<file path="src/rtl/arf_pkg.sv">
// Shared definitions for the alpha rectangle fill block.
// Assumes: pixel size codes are 2 bits wide and only 32 bpp carries alpha.
package arf_pkg;
    typedef enum logic [1:0] {
        BPP_8    = 2'b00,
        BPP_16   = 2'b01,
        BPP_32   = 2'b10,
        BPP_32B  = 2'b11
    } bpp_code_e;

    typedef enum logic {
        ST_IDLE = 1'b0,
        ST_RUN  = 1'b1
    } fill_state_e;

    localparam int unsigned PIXEL_BYTES = 4;
    localparam logic [3:0]  ALPHA_STRB  = 4'b1000;
endpackage

</file>
<file path="src/rtl/arf_cmd_decode.sv">
// Command decode: unpacks the corners, scales the pitch to bytes, flags
// commands that produce no writes, and computes the first pixel address.
// Assumes: corners pack y in the upper half and x in the lower half.
module arf_cmd_decode #(
    parameter int ADDR_W  = 32,
    parameter int COORD_W = 16,
    localparam int PB_W   = COORD_W + 2
) (
    input  logic [ADDR_W-1:0]    base,
    input  logic [COORD_W-1:0]   pitch,
    input  logic                 tiled,
    input  logic [1:0]           bpp,
    input  logic [2*COORD_W-1:0] corner0,
    input  logic [2*COORD_W-1:0] corner1,
    output logic [COORD_W-1:0]   x1,
    output logic [COORD_W-1:0]   y1,
    output logic [COORD_W-1:0]   x2,
    output logic [COORD_W-1:0]   y2,
    output logic [PB_W-1:0]      pitch_bytes,
    output logic                 no_writes,
    output logic [ADDR_W-1:0]    start_addr
);
    import arf_pkg::*;

    logic empty_rect;
    logic has_alpha;

    // Unpack corners and derive pitch, emptiness and first address.
    always_comb begin
        x1 = corner0[COORD_W-1:0];
        y1 = corner0[2*COORD_W-1:COORD_W];
        x2 = corner1[COORD_W-1:0];
        y2 = corner1[2*COORD_W-1:COORD_W];
        pitch_bytes = tiled ? {pitch, 2'b00} : {2'b00, pitch};
        empty_rect  = (x2 <= x1) || (y2 <= y1);
        has_alpha   = (bpp == BPP_32) || (bpp == BPP_32B);
        no_writes   = empty_rect || !has_alpha;
        start_addr  = base
                    + ADDR_W'(y1) * ADDR_W'(pitch_bytes)
                    + ADDR_W'(x1) * ADDR_W'(PIXEL_BYTES);
    end
endmodule

</file>
<file path="src/rtl/arf_walker.sv">
// Rectangle walker: steps x then y through the rectangle and reports the
// end of each row and the final pixel.
// Assumes: loaded only with a non-empty rectangle.
module arf_walker #(
    parameter int COORD_W = 16
) (
    input  logic               clk,
    input  logic               rst_n,
    input  logic               load,
    input  logic               step,
    input  logic [COORD_W-1:0] x1,
    input  logic [COORD_W-1:0] y1,
    input  logic [COORD_W-1:0] x2,
    input  logic [COORD_W-1:0] y2,
    output logic               row_end,
    output logic               last
);
    logic [COORD_W-1:0] x_q, y_q, xs_q, xe_q, ye_q;

    // Hold the current position and the rectangle bounds.
    always_ff @(posedge clk) begin
        if (!rst_n) begin
            x_q  <= '0;
            y_q  <= '0;
            xs_q <= '0;
            xe_q <= '0;
            ye_q <= '0;
        end else if (load) begin
            x_q  <= x1;
            y_q  <= y1;
            xs_q <= x1;
            xe_q <= x2;
            ye_q <= y2;
        end else if (step) begin
            if (row_end) begin
                x_q <= xs_q;
                y_q <= y_q + 1'b1;
            end else begin
                x_q <= x_q + 1'b1;
            end
        end
    end

    // Detect the row end and the last pixel of the rectangle.
    always_comb begin
        row_end = ({1'b0, x_q} + 1'b1) == {1'b0, xe_q};
        last    = row_end && (({1'b0, y_q} + 1'b1) == {1'b0, ye_q});
    end
endmodule

</file>
<file path="src/rtl/arf_addr_gen.sv">
// Address generator: keeps the current pixel address and its row start.
// It advances by one pixel, or by one pitch at a row end.
// Assumes: the start address already includes the x and y offsets.
module arf_addr_gen #(
    parameter int ADDR_W  = 32,
    parameter int PB_W    = 18
) (
    input  logic              clk,
    input  logic              rst_n,
    input  logic              load,
    input  logic              step,
    input  logic              row_end,
    input  logic [ADDR_W-1:0] start_addr,
    input  logic [PB_W-1:0]   pitch_bytes,
    output logic [ADDR_W-1:0] pix_addr
);
    import arf_pkg::*;

    logic [ADDR_W-1:0] row_q;
    logic [ADDR_W-1:0] pitch_q;
    logic [ADDR_W-1:0] next_row;

    // Compute the first pixel address of the following row.
    always_comb next_row = row_q + pitch_q;

    // Track the pixel address and the row start address.
    always_ff @(posedge clk) begin
        if (!rst_n) begin
            row_q    <= '0;
            pitch_q  <= '0;
            pix_addr <= '0;
        end else if (load) begin
            row_q    <= start_addr;
            pitch_q  <= ADDR_W'(pitch_bytes);
            pix_addr <= start_addr;
        end else if (step) begin
            if (row_end) begin
                row_q    <= next_row;
                pix_addr <= next_row;
            end else begin
                pix_addr <= pix_addr + ADDR_W'(PIXEL_BYTES);
            end
        end
    end
endmodule

</file>
<file path="src/rtl/alpha_rect_fill.sv">
// Alpha rectangle fill top: takes one command, walks the rectangle and
// issues alpha-only writes. It pulses done once the last write is taken.
// Assumes: the memory port takes a write on any edge where req and ready
// are both high.
module alpha_rect_fill #(
    parameter int          ADDR_W     = 32,
    parameter int          COORD_W    = 16,
    parameter logic [31:0] FILL_COLOR = 32'hFFFF_FFFF
) (
    input  logic                 clk,
    input  logic                 rst_n,
    input  logic                 cmd_valid,
    output logic                 cmd_ready,
    input  logic [ADDR_W-1:0]    cmd_base,
    input  logic [COORD_W-1:0]   cmd_pitch,
    input  logic                 cmd_tiled,
    input  logic [1:0]           cmd_bpp,
    input  logic [2*COORD_W-1:0] cmd_corner0,
    input  logic [2*COORD_W-1:0] cmd_corner1,
    output logic                 mem_req,
    input  logic                 mem_ready,
    output logic [ADDR_W-1:0]    mem_addr,
    output logic [31:0]          mem_wdata,
    output logic [3:0]           mem_strb,
    output logic                 done
);
    import arf_pkg::*;

    localparam int PB_W = COORD_W + 2;

    fill_state_e        state_q;
    logic               done_q;
    logic               accept, fire, load;
    logic               row_end, last;
    logic               no_writes;
    logic [COORD_W-1:0] x1, y1, x2, y2;
    logic [PB_W-1:0]    pitch_bytes;
    logic [ADDR_W-1:0]  start_addr;

    arf_cmd_decode #(.ADDR_W(ADDR_W), .COORD_W(COORD_W)) u_dec (
        .base(cmd_base), .pitch(cmd_pitch), .tiled(cmd_tiled),
        .bpp(cmd_bpp), .corner0(cmd_corner0), .corner1(cmd_corner1),
        .x1(x1), .y1(y1), .x2(x2), .y2(y2),
        .pitch_bytes(pitch_bytes), .no_writes(no_writes),
        .start_addr(start_addr)
    );

    arf_walker #(.COORD_W(COORD_W)) u_walk (
        .clk(clk), .rst_n(rst_n), .load(load), .step(fire),
        .x1(x1), .y1(y1), .x2(x2), .y2(y2),
        .row_end(row_end), .last(last)
    );

    arf_addr_gen #(.ADDR_W(ADDR_W), .PB_W(PB_W)) u_addr (
        .clk(clk), .rst_n(rst_n), .load(load), .step(fire),
        .row_end(row_end), .start_addr(start_addr),
        .pitch_bytes(pitch_bytes), .pix_addr(mem_addr)
    );

    // Handshake decode for commands and memory writes.
    always_comb begin
        cmd_ready = (state_q == ST_IDLE);
        accept    = cmd_valid && cmd_ready;
        load      = accept && !no_writes;
        mem_req   = (state_q == ST_RUN);
        fire      = mem_req && mem_ready;
        mem_wdata = FILL_COLOR;
        mem_strb  = ALPHA_STRB;
        done      = done_q;
    end

    // Sequence the fill and produce the one-cycle done pulse.
    always_ff @(posedge clk) begin
        if (!rst_n) begin
            state_q <= ST_IDLE;
            done_q  <= 1'b0;
        end else begin
            done_q <= 1'b0;
            case (state_q)
                ST_IDLE: if (accept) begin
                    if (no_writes) done_q  <= 1'b1;
                    else           state_q <= ST_RUN;
                end
                ST_RUN: if (fire && last) begin
                    state_q <= ST_IDLE;
                    done_q  <= 1'b1;
                end
                default: state_q <= ST_IDLE;
            endcase
        end
    end
endmodule

</file>
<file path="config.mk">
export PLATFORM = sky130hd
export DESIGN_NAME = alpha_rect_fill
export DESIGN_NICKNAME = d
export VERILOG_FILES = /design/src/rtl/arf_pkg.sv /design/src/rtl/arf_cmd_decode.sv /design/src/rtl/arf_walker.sv /design/src/rtl/arf_addr_gen.sv /design/src/rtl/alpha_rect_fill.sv
export SDC_FILE = /design/constraint.sdc
export NUM_CORES = 1
export LEC_CHECK = 0
export BUFFER_PORTS_ARGS = -buffer_cell sky130_fd_sc_hd__buf_2
export CAP_MARGIN = 20
export CORE_MARGIN = 4
export CORE_UTILIZATION = 27
export DETAILED_ROUTE_END_ITERATION = 10
export HOLD_SLACK_MARGIN = 0.08
export SLEW_MARGIN = 0
export SYNTH_ARGS = -nofsm -noshare
export SYNTH_HDL_FRONTEND = slang
export SYNTH_SLANG_ARGS = --single-unit
</file>
<file path="constraint.sdc">
create_clock -name clk -period 13.5 [get_ports clk]
set_input_delay 0.675 -clock clk [delete_from_list [all_inputs] [get_ports clk]]
set_output_delay 0.675 -clock clk [all_outputs]
set_load 0.02 [all_outputs]
</file>
==> results.sh, run 1 <==
export IMPL_finalWirelength_um=72900
export IMPL_cp_required_ns=13.80
export IMPL_synth_compound_area_share_pct=14.4
export IMPL_synthMuxAreaShare_pct=1.66
export IMPL_hold_class="register to register"
export IMPL_start_util_pct=27.3
export IMPL_tightest_slew_ns=0.979
export IMPL_drive_gt1_share_pct=9.23
export IMPL_htree_levels=4
export IMPL_core_area_um2=79000
export IMPL_post_place_cells=3771
export IMPL_fmax_ghz=0.128
export IMPL_synth_seq_cells=164
export IMPL_power_frac_clock_pct=7.5
export IMPL_hold_viol_final=0
export IMPL_clkTransAtPathRegs_ns=0.07
export IMPL_ant_nets=0
export IMPL_die_h_um=290
export IMPL_cts_root_buf="clkbuf_16"
export IMPL_path_class="primary input to register"
export IMPL_first_global_vias=18200
export IMPL_outcome="completed"
export IMPL_drc_errors=0
export IMPL_antenna_found_initial=0
export IMPL_cts_tree="done"
export IMPL_ctsResizeCount=0
export IMPL_syn_area_um2=21500
export IMPL_skew_ns=0.0129
export IMPL_cts_buffers_inserted=17
export IMPL_worstSetupEndpointType="register"
export IMPL_grt_pass1_wl_um=111000
export IMPL_fin_tns_setup_ns=0
export IMPL_synthCells=2684
export IMPL_setup_violations=0
export IMPL_overflow=0
export IMPL_num_vias=18700
export IMPL_grt_max_degree=81
export IMPL_synth_adder_area_share_pct=33.4
export IMPL_ys_seq_area_share_pct=15.2
export IMPL_num_fill_cells=8594
export IMPL_area_growth_pct=9.87
export IMPL_ios=190
export IMPL_drt_iter0_drc=1462
export IMPL_cts_sinks=164
export IMPL_synth_xor_area_share_pct=5.29
export IMPL_yosysWarnings=0
export IMPL_hpwl_um=58000
export IMPL_routabilityCongestion=0.913
export IMPL_final_nets=3273
export IMPL_cts_hold_buffers_added=0
export IMPL_swShare_pct=56.9
export IMPL_pwr_density_cell_nw_per_um2=267
export IMPL_drtPass1Iterations=5
export IMPL_vias_per_cell=4.91
export IMPL_synth_avg_cell_area_um2=8.02
export IMPL_synth_top_family_by_area="adder cells"
export IMPL_worst_ep_arrival_time_ns=8.14
export IMPL_p_int_mw=2.73
export IMPL_die_area_um2=84300
export IMPL_rsz0062_at_grt="no"
export IMPL_yosys_area_share_simple_pct=18.8
export IMPL_port_buffers=152
export IMPL_power_leakage_nw=10.7
export IMPL_critPathLaunchType="primary input"
export IMPL_clockBufferDepth=2
export IMPL_track_usage_pct=17.0
export IMPL_power_share_sequential_pct=8.7
export IMPL_core_rowCount=103
export IMPL_avgRoutedWirePerCell_um=19.2
export IMPL_finalCriticalPeriod_ns=7.84
export IMPL_instances_no_fill=3803
export IMPL_maxSlewHeadroom_pct=33.4
export IMPL_cts_post_setup_buffers_inserted=0
export IMPL_drv_slew=0
export IMPL_peakVddDrop_v=0.000480
export IMPL_cap_violations=0
export IMPL_switchingPower_mw=3.60
export IMPL_clkLatencyLatePin_ns=0.44
export IMPL_synth_cell_type_count=85
export IMPL_period_share_pct=58.1
export IMPL_power_frac_comb_pct=83.8
export IMPL_synth_async_sr_flop_share_pct=0
export IMPL_die_w_um=290
export IMPL_synth_edf_count=0
export IMPL_ys_flop_type="dfxtp_1"
export IMPL_critPathMaxFanout=39
-- registers in the layout (all words and copies together), names as in the netlist --
signal and count:
u_walk.x_q 16, done 1, u_addr.pitch_q 18, u_walk.ye_q 16, u_walk.xs_q 16, u_addr.row_q 32, mem_req 1, u_walk.y_q 16
u_addr.pix_addr 32, u_walk.xe_q 16
-- worst paths after layout --
check        slack [ns]                          from                               end  cells past startpoint
min reg2reg        0.45  u_walk.xs_q[11]$_SDFFE_PN0P_      u_walk.xs_q[11]$_SDFFE_PN0P_                      2
max                5.66                     cmd_tiled  u_addr.pix_addr[24]$_SDFFE_PN0P_                     23
max reg2reg        9.01    u_walk.x_q[5]$_SDFFE_PN0P_        u_walk.y_q[6]$_SDFFE_PN0P_                     10
min                0.45  u_walk.xs_q[11]$_SDFFE_PN0P_      u_walk.xs_q[11]$_SDFFE_PN0P_                      2
-- routing by layer --
layer,track usage [%],share of wire [%],routed length (um),vias up
li1,-,-,-,8780
met1,23.4,45,32500,9170
met2,26.7,45,32500,644
met3,3.14,7.3,5320,68
met4,5.99,3.6,2650,0
met5,0,0,0,-
-- stage by stage --
| step | hold slack, ns | util [%] | cell area, um^2 | setup slack, ns | power, mW |
|---|---|---|---|---|---|
| 2_1_floorplan | 0.432 | - | 21700 | 6.07 | 4.24 |
| 3_3_place_gp | 0.439 | 29.3 | 23100 | 5.27 | 5.74 |
| 3_5_place_dp | 0.449 | 29.3 | 23100 | 5.19 | 5.78 |
| 4_1_cts | 0.457 | 29.9 | 23700 | 5.65 | 6.29 |
| 5_1_grt | 0.467 | 29.9 | 23700 | 5.25 | 6.95 |
| 6_report | 0.455 | 29.9 | 23700 | 5.66 | 6.33 |
-- worst max-delay path, cell delays in order --
cell and delay, ns:
buf_2 0.61, mux2_2 0.61, and2_1 0.27, fa_1 0.54, inv_1 0.06, fa_1 0.50
fa_1 0.52, inv_1 0.07, fa_1 0.47, fa_1 0.54, inv_1 0.05, fa_1 0.53
inv_1 0.04, ha_1 0.36, a21o_1 0.23, a21o_1 0.17, a21o_1 0.19, a221o_1 0.33
a31oi_1 0.42, o21bai_1 0.16, xor2_1 0.20, o21ai_0 0.49, a21oi_1 0.08
-- cells in the mapped netlist (all sizes together), types with 5 or more instances --
| library cell | instances | area (um^2) |
|---|---|---|
| nand4 | 30 | 206 |
| nand2b | 6 | 37.5 |
| o211a | 6 | 60.1 |
| dfxtp | 164 | 3280 |
| buf | 61 | 407 |
| a211oi | 32 | 245 |
| mux2i | 12 | 120 |
| a311oi | 7 | 61.3 |
| or2 | 6 | 37.5 |
| o21ai | 96 | 480 |
| and2 | 76 | 475 |
| o2111ai | 7 | 67.6 |
| nand2 | 394 | 1480 |
| a22oi | 5 | 37.5 |
| o22ai | 6 | 37.5 |
| xnor2 | 72 | 631 |
| o21bai | 7 | 52.6 |
| inv | 420 | 1580 |
| o31a | 5 | 43.8 |
| fa | 269 | 5390 |
| nor2b | 13 | 81.3 |
| and4 | 8 | 70.1 |
| nor3 | 43 | 235 |
| clkbuf | 111 | 417 |
| nor4 | 21 | 159 |
| nand3 | 55 | 288 |
| a21oi | 146 | 731 |
| o21a | 14 | 105 |
| mux2 | 21 | 236 |
| o211ai | 30 | 225 |
| ha | 145 | 1810 |
| or3 | 12 | 75.1 |
| xor2 | 58 | 508 |
| a21o | 27 | 203 |
| a31oi | 44 | 275 |
| nor2 | 161 | 612 |
| and3 | 27 | 169 |
-- power groups by stage --
| stage | combinational [mW] | clock [mW] | sequential, mW |
|---|---|---|---|
| floorplan | 3.67 | 0 | 0.564 |
| global placement | 5.18 | 0 | 0.561 |
| detailed placement | 5.22 | 0 | 0.562 |
| CTS | 5.25 | 0.484 | 0.551 |
| global route | 5.89 | 0.506 | 0.556 |
| finish | 5.30 | 0.475 | 0.552 |
-- cells in the final DEF, fill, tap and decap left out, types with 54 or more instances in the layout --
| cell type | n |
|---|---|
| nand3_1 | 54 |
| fa_1 | 269 |
| a21oi_1 | 146 |
| ha_1 | 145 |
| o21ai_0 | 94 |
| nor2_1 | 159 |
| buf_2 | 152 |
| xor2_1 | 58 |
| nand2_1 | 393 |
| xnor2_1 | 72 |
| and2_1 | 75 |
| inv_1 | 419 |
| dfxtp_1 | 164 |
-- logic make-up (layout without fill, tap and decap cells) --
group	Yosys count	in the layout
and+or+nand+nor	868	868
buffers and inverters	592	626
AOI/OAI and AO/OA	481	481
adders and majority gates	414	414
DFF	164	164
xor gates and xnor gates	130	130
muxes	33	33
other	2	37
-- layout make-up --
| cell class | instances | area [um^2] | area share (%) |
|---|---|---|---|
| Clock buffer | 20 | 447 | 1.89 |
| Sequential cell | 164 | 3280 | 13.9 |
| Antenna cell | 1 | 2.50 | 0.0106 |
| Inverter | 420 | 1580 | 6.67 |
| Timing Repair Buffer | 175 | 933 | 3.95 |
| Tap cell | 1050 | 1310 | 5.55 |
| Multi-Input combinational cell | 1962 | 16000 | 67.6 |
| Clock inverter | 11 | 103 | 0.434 |
Power figures use the tool's default switching activity.
==> run 2, diff against run 1 <==
==> constraint.sdc (replaced) <==
create_clock -name clk -period 7.8 [get_ports clk]
set_input_delay 0.39 -clock clk [delete_from_list [all_inputs] [get_ports clk]]
set_output_delay 0.39 -clock clk [all_outputs]
set_load 0.02 [all_outputs]
==> run 2 against run 1 <==
Compared with the run above:
- die area unchanged
- critical path depth increased by 1
- routed wire length increased by 1.3%
- total power increased by 72%
- flip-flop and latch count unchanged
- cell area increased by 1.1%
- count of clock-buffer cells in the layout decreased by 2
- largest cell class unchanged
==> results.sh, run 2 (synthesized netlist as in run 1, its figures left out) <==
export IMPL_power_share_sequential_pct=8.8
export IMPL_crit_chain="buf_2 -> buf_4 -> mux2i_1 -> buf_4 -> nor2_1 -> fa_1 -> inv_1 -> fa_1 -> fa_1 -> inv_1 -> ha_1 -> fa_1 -> inv_1 -> fa_1 -> inv_1 -> ha_1 -> a21o_1 -> o41a_1 -> o21ai_0 -> o211a_1 -> a211oi_1 -> or2_2 -> o211ai_1 -> a21oi_1"
export IMPL_outcome="completed"
export IMPL_postLayoutCellArea_um2=23900
export IMPL_drtPass1Iterations=5
export IMPL_crit_buf_inv=7
export IMPL_maxSlewHeadroom_pct=49.2
export IMPL_finalWirelength_um=73900
export IMPL_worstSetupEndpointType="register"
export IMPL_critPathMaxStageDelay_ns=0.56
export IMPL_fin_tns_setup_ns=0
export IMPL_cts_post_setup_buffers_inserted=0
export IMPL_cts_tree="done"
export IMPL_antenna_found_initial=3
export IMPL_tightest_slew_ns=0.762
export IMPL_final_cell_mix="419 x inv_1, 393 x nand2_1, 269 x fa_1"
export IMPL_grt_pass1_wl_um=114000
export IMPL_overflow=0
export IMPL_skew_ns=0.0205
export IMPL_first_global_vias=18300
export IMPL_ios=190
export IMPL_ctsResizeCount=0
export IMPL_power_frac_clock_pct=8.8
export IMPL_finalCriticalPeriod_ns=7.02
export IMPL_biggestRegsByFlops="u_addr.pix_addr: 32 flops, u_addr.row_q: 32 flops, u_addr.pitch_q: 18 flops"
export IMPL_critical_path_slowest_cell="fa_1"
export IMPL_clkTransAtPathRegs_ns=0.07
export IMPL_worst_ep_arrival_time_ns=7.35
export IMPL_cts_buffers_inserted=17
export IMPL_rsz0062_at_grt="no"
export IMPL_final_nets=3292
export IMPL_hold_class="primary input to register"
export IMPL_swShare_pct=54.7
export IMPL_crit_top_cell="fa_1"
export IMPL_htree_levels=4
export IMPL_cts_root_buf="clkbuf_16"
export IMPL_critPathLaunchType="primary input"
export IMPL_cap_violations=0
export IMPL_period_share_pct=90.0
export IMPL_cts_sinks=164
export IMPL_fmax_ghz=0.142
export IMPL_drv_slew=0
export IMPL_cp_required_ns=8.12
export IMPL_routabilityCongestion=0.901
export IMPL_area_growth_pct=11.0
export IMPL_port_buffers=152
export IMPL_path_class="primary input to register"
export IMPL_p_int_mw=4.93
export IMPL_track_usage_pct=17.3
export IMPL_pwr_density_cell_nw_per_um2=456
export IMPL_die_area_um2=84300
export IMPL_start_util_pct=27.3
export IMPL_drive_gt1_share_pct=9.92
export IMPL_vias_per_cell=4.92
export IMPL_drc_errors=0
export IMPL_drt_iter0_drc=1698
export IMPL_ant_nets=0
export IMPL_power_leakage_nw=10.9
export IMPL_placed_area_um2=23300
export IMPL_die_w_um=290
export IMPL_num_vias=18800
export IMPL_switchingPower_mw=5.96
export IMPL_clkLatencyLatePin_ns=0.47
export IMPL_critPathMaxFanout=17
export IMPL_hpwl_um=59600
export IMPL_peakVddDrop_v=0.000818
export IMPL_crit_family="adder cells"
export IMPL_hold_viol_final=0
export IMPL_layout_commonest_cell="inv_1"
export IMPL_avgRoutedWirePerCell_um=19.3
export IMPL_cts_hold_buffers_added=0
export IMPL_setup_violations=0
export IMPL_core_rowCount=103
export IMPL_die_h_um=290
export IMPL_clockBufferDepth=2
export IMPL_power_frac_comb_pct=82.4
export IMPL_grt_max_degree=81
export IMPL_core_area_um2=79000
[run 2: cell count changes in the layout (fill, tap and decap cells not counted)]
cell        before  now
inv_6            2    6
mux2i_1         11   12
buf_4           23   41
buf_12           0    1
bufinv_16        1    4
clkinvlp_4       6    0
inv_8            0    2
clkinv_2         3    2
mux2i_2          1    0
clkbuf_1         2    0
clkinv_4         0    1
[run 2: per-layer routing]
layer	up-vias	global-route usage, %	share of wire, %
met1	9239	24.5	45
met4	0	4.27	2.6
met3	71	2.73	7.1
met2	678	27.5	45
met5	-	0	0
li1	8839	-	-
[run 2: through the flow]
stage               setup WS [ns]  utilization [%]  instances  hold slack, ns  total power, mW
floorplan                   0.658                -       2718           0.432             7.33
global placement            0.390             29.4       3790           0.437             9.87
detailed placement          0.374             29.4       3790           0.443             9.89
CTS                         0.843             30.3       3822           0.175             10.9
global route                0.527             30.3       3822           0.190             12.0
finish                      0.777             30.3       3823           0.188             10.9
[run 2: tightest hold or removal path, stage by stage]
cell and delay [ns]:
buf_2 0.11, nand2_1 0.05, a21oi_1 0.05
[run 2: final cells by class]
cell class	instances	area, um^2
diodes	1	2.50
clock buffers	18	439
clock inverters	14	209
fillers	8514	55100
inverters	420	1580
multi-input cells	1962	16000
flip-flops and latches	164	3280
well taps	1050	1310
repair buffers	194	1090
[run 2: final timing paths]
path / from / endpoint / slack (ns) / depth (start not counted)
worst min-delay path: cmd_corner1[1] / u_walk.xe_q[1]$_SDFFE_PN0P_ / 0.19 / 3
worst max-delay path: cmd_tiled / u_addr.row_q[31]$_SDFFE_PN0P_ / 0.78 / 24
worst max register to register: u_walk.x_q[5]$_SDFFE_PN0P_ / u_addr.row_q[13]$_SDFFE_PN0P_ / 3.28 / 10
worst min register to register: u_walk.xs_q[7]$_SDFFE_PN0P_ / u_walk.xs_q[7]$_SDFFE_PN0P_ / 0.45 / 2
[run 2: power groups by stage]
stage	Clock (mW)	Sequential [mW]	Combinational, mW
floorplan	0	0.976	6.36
global placement	0	0.977	8.90
detailed placement	0	0.973	8.91
CTS	0.969	0.959	8.97
global route	1.00	0.964	10.1
finish	0.960	0.962	8.97
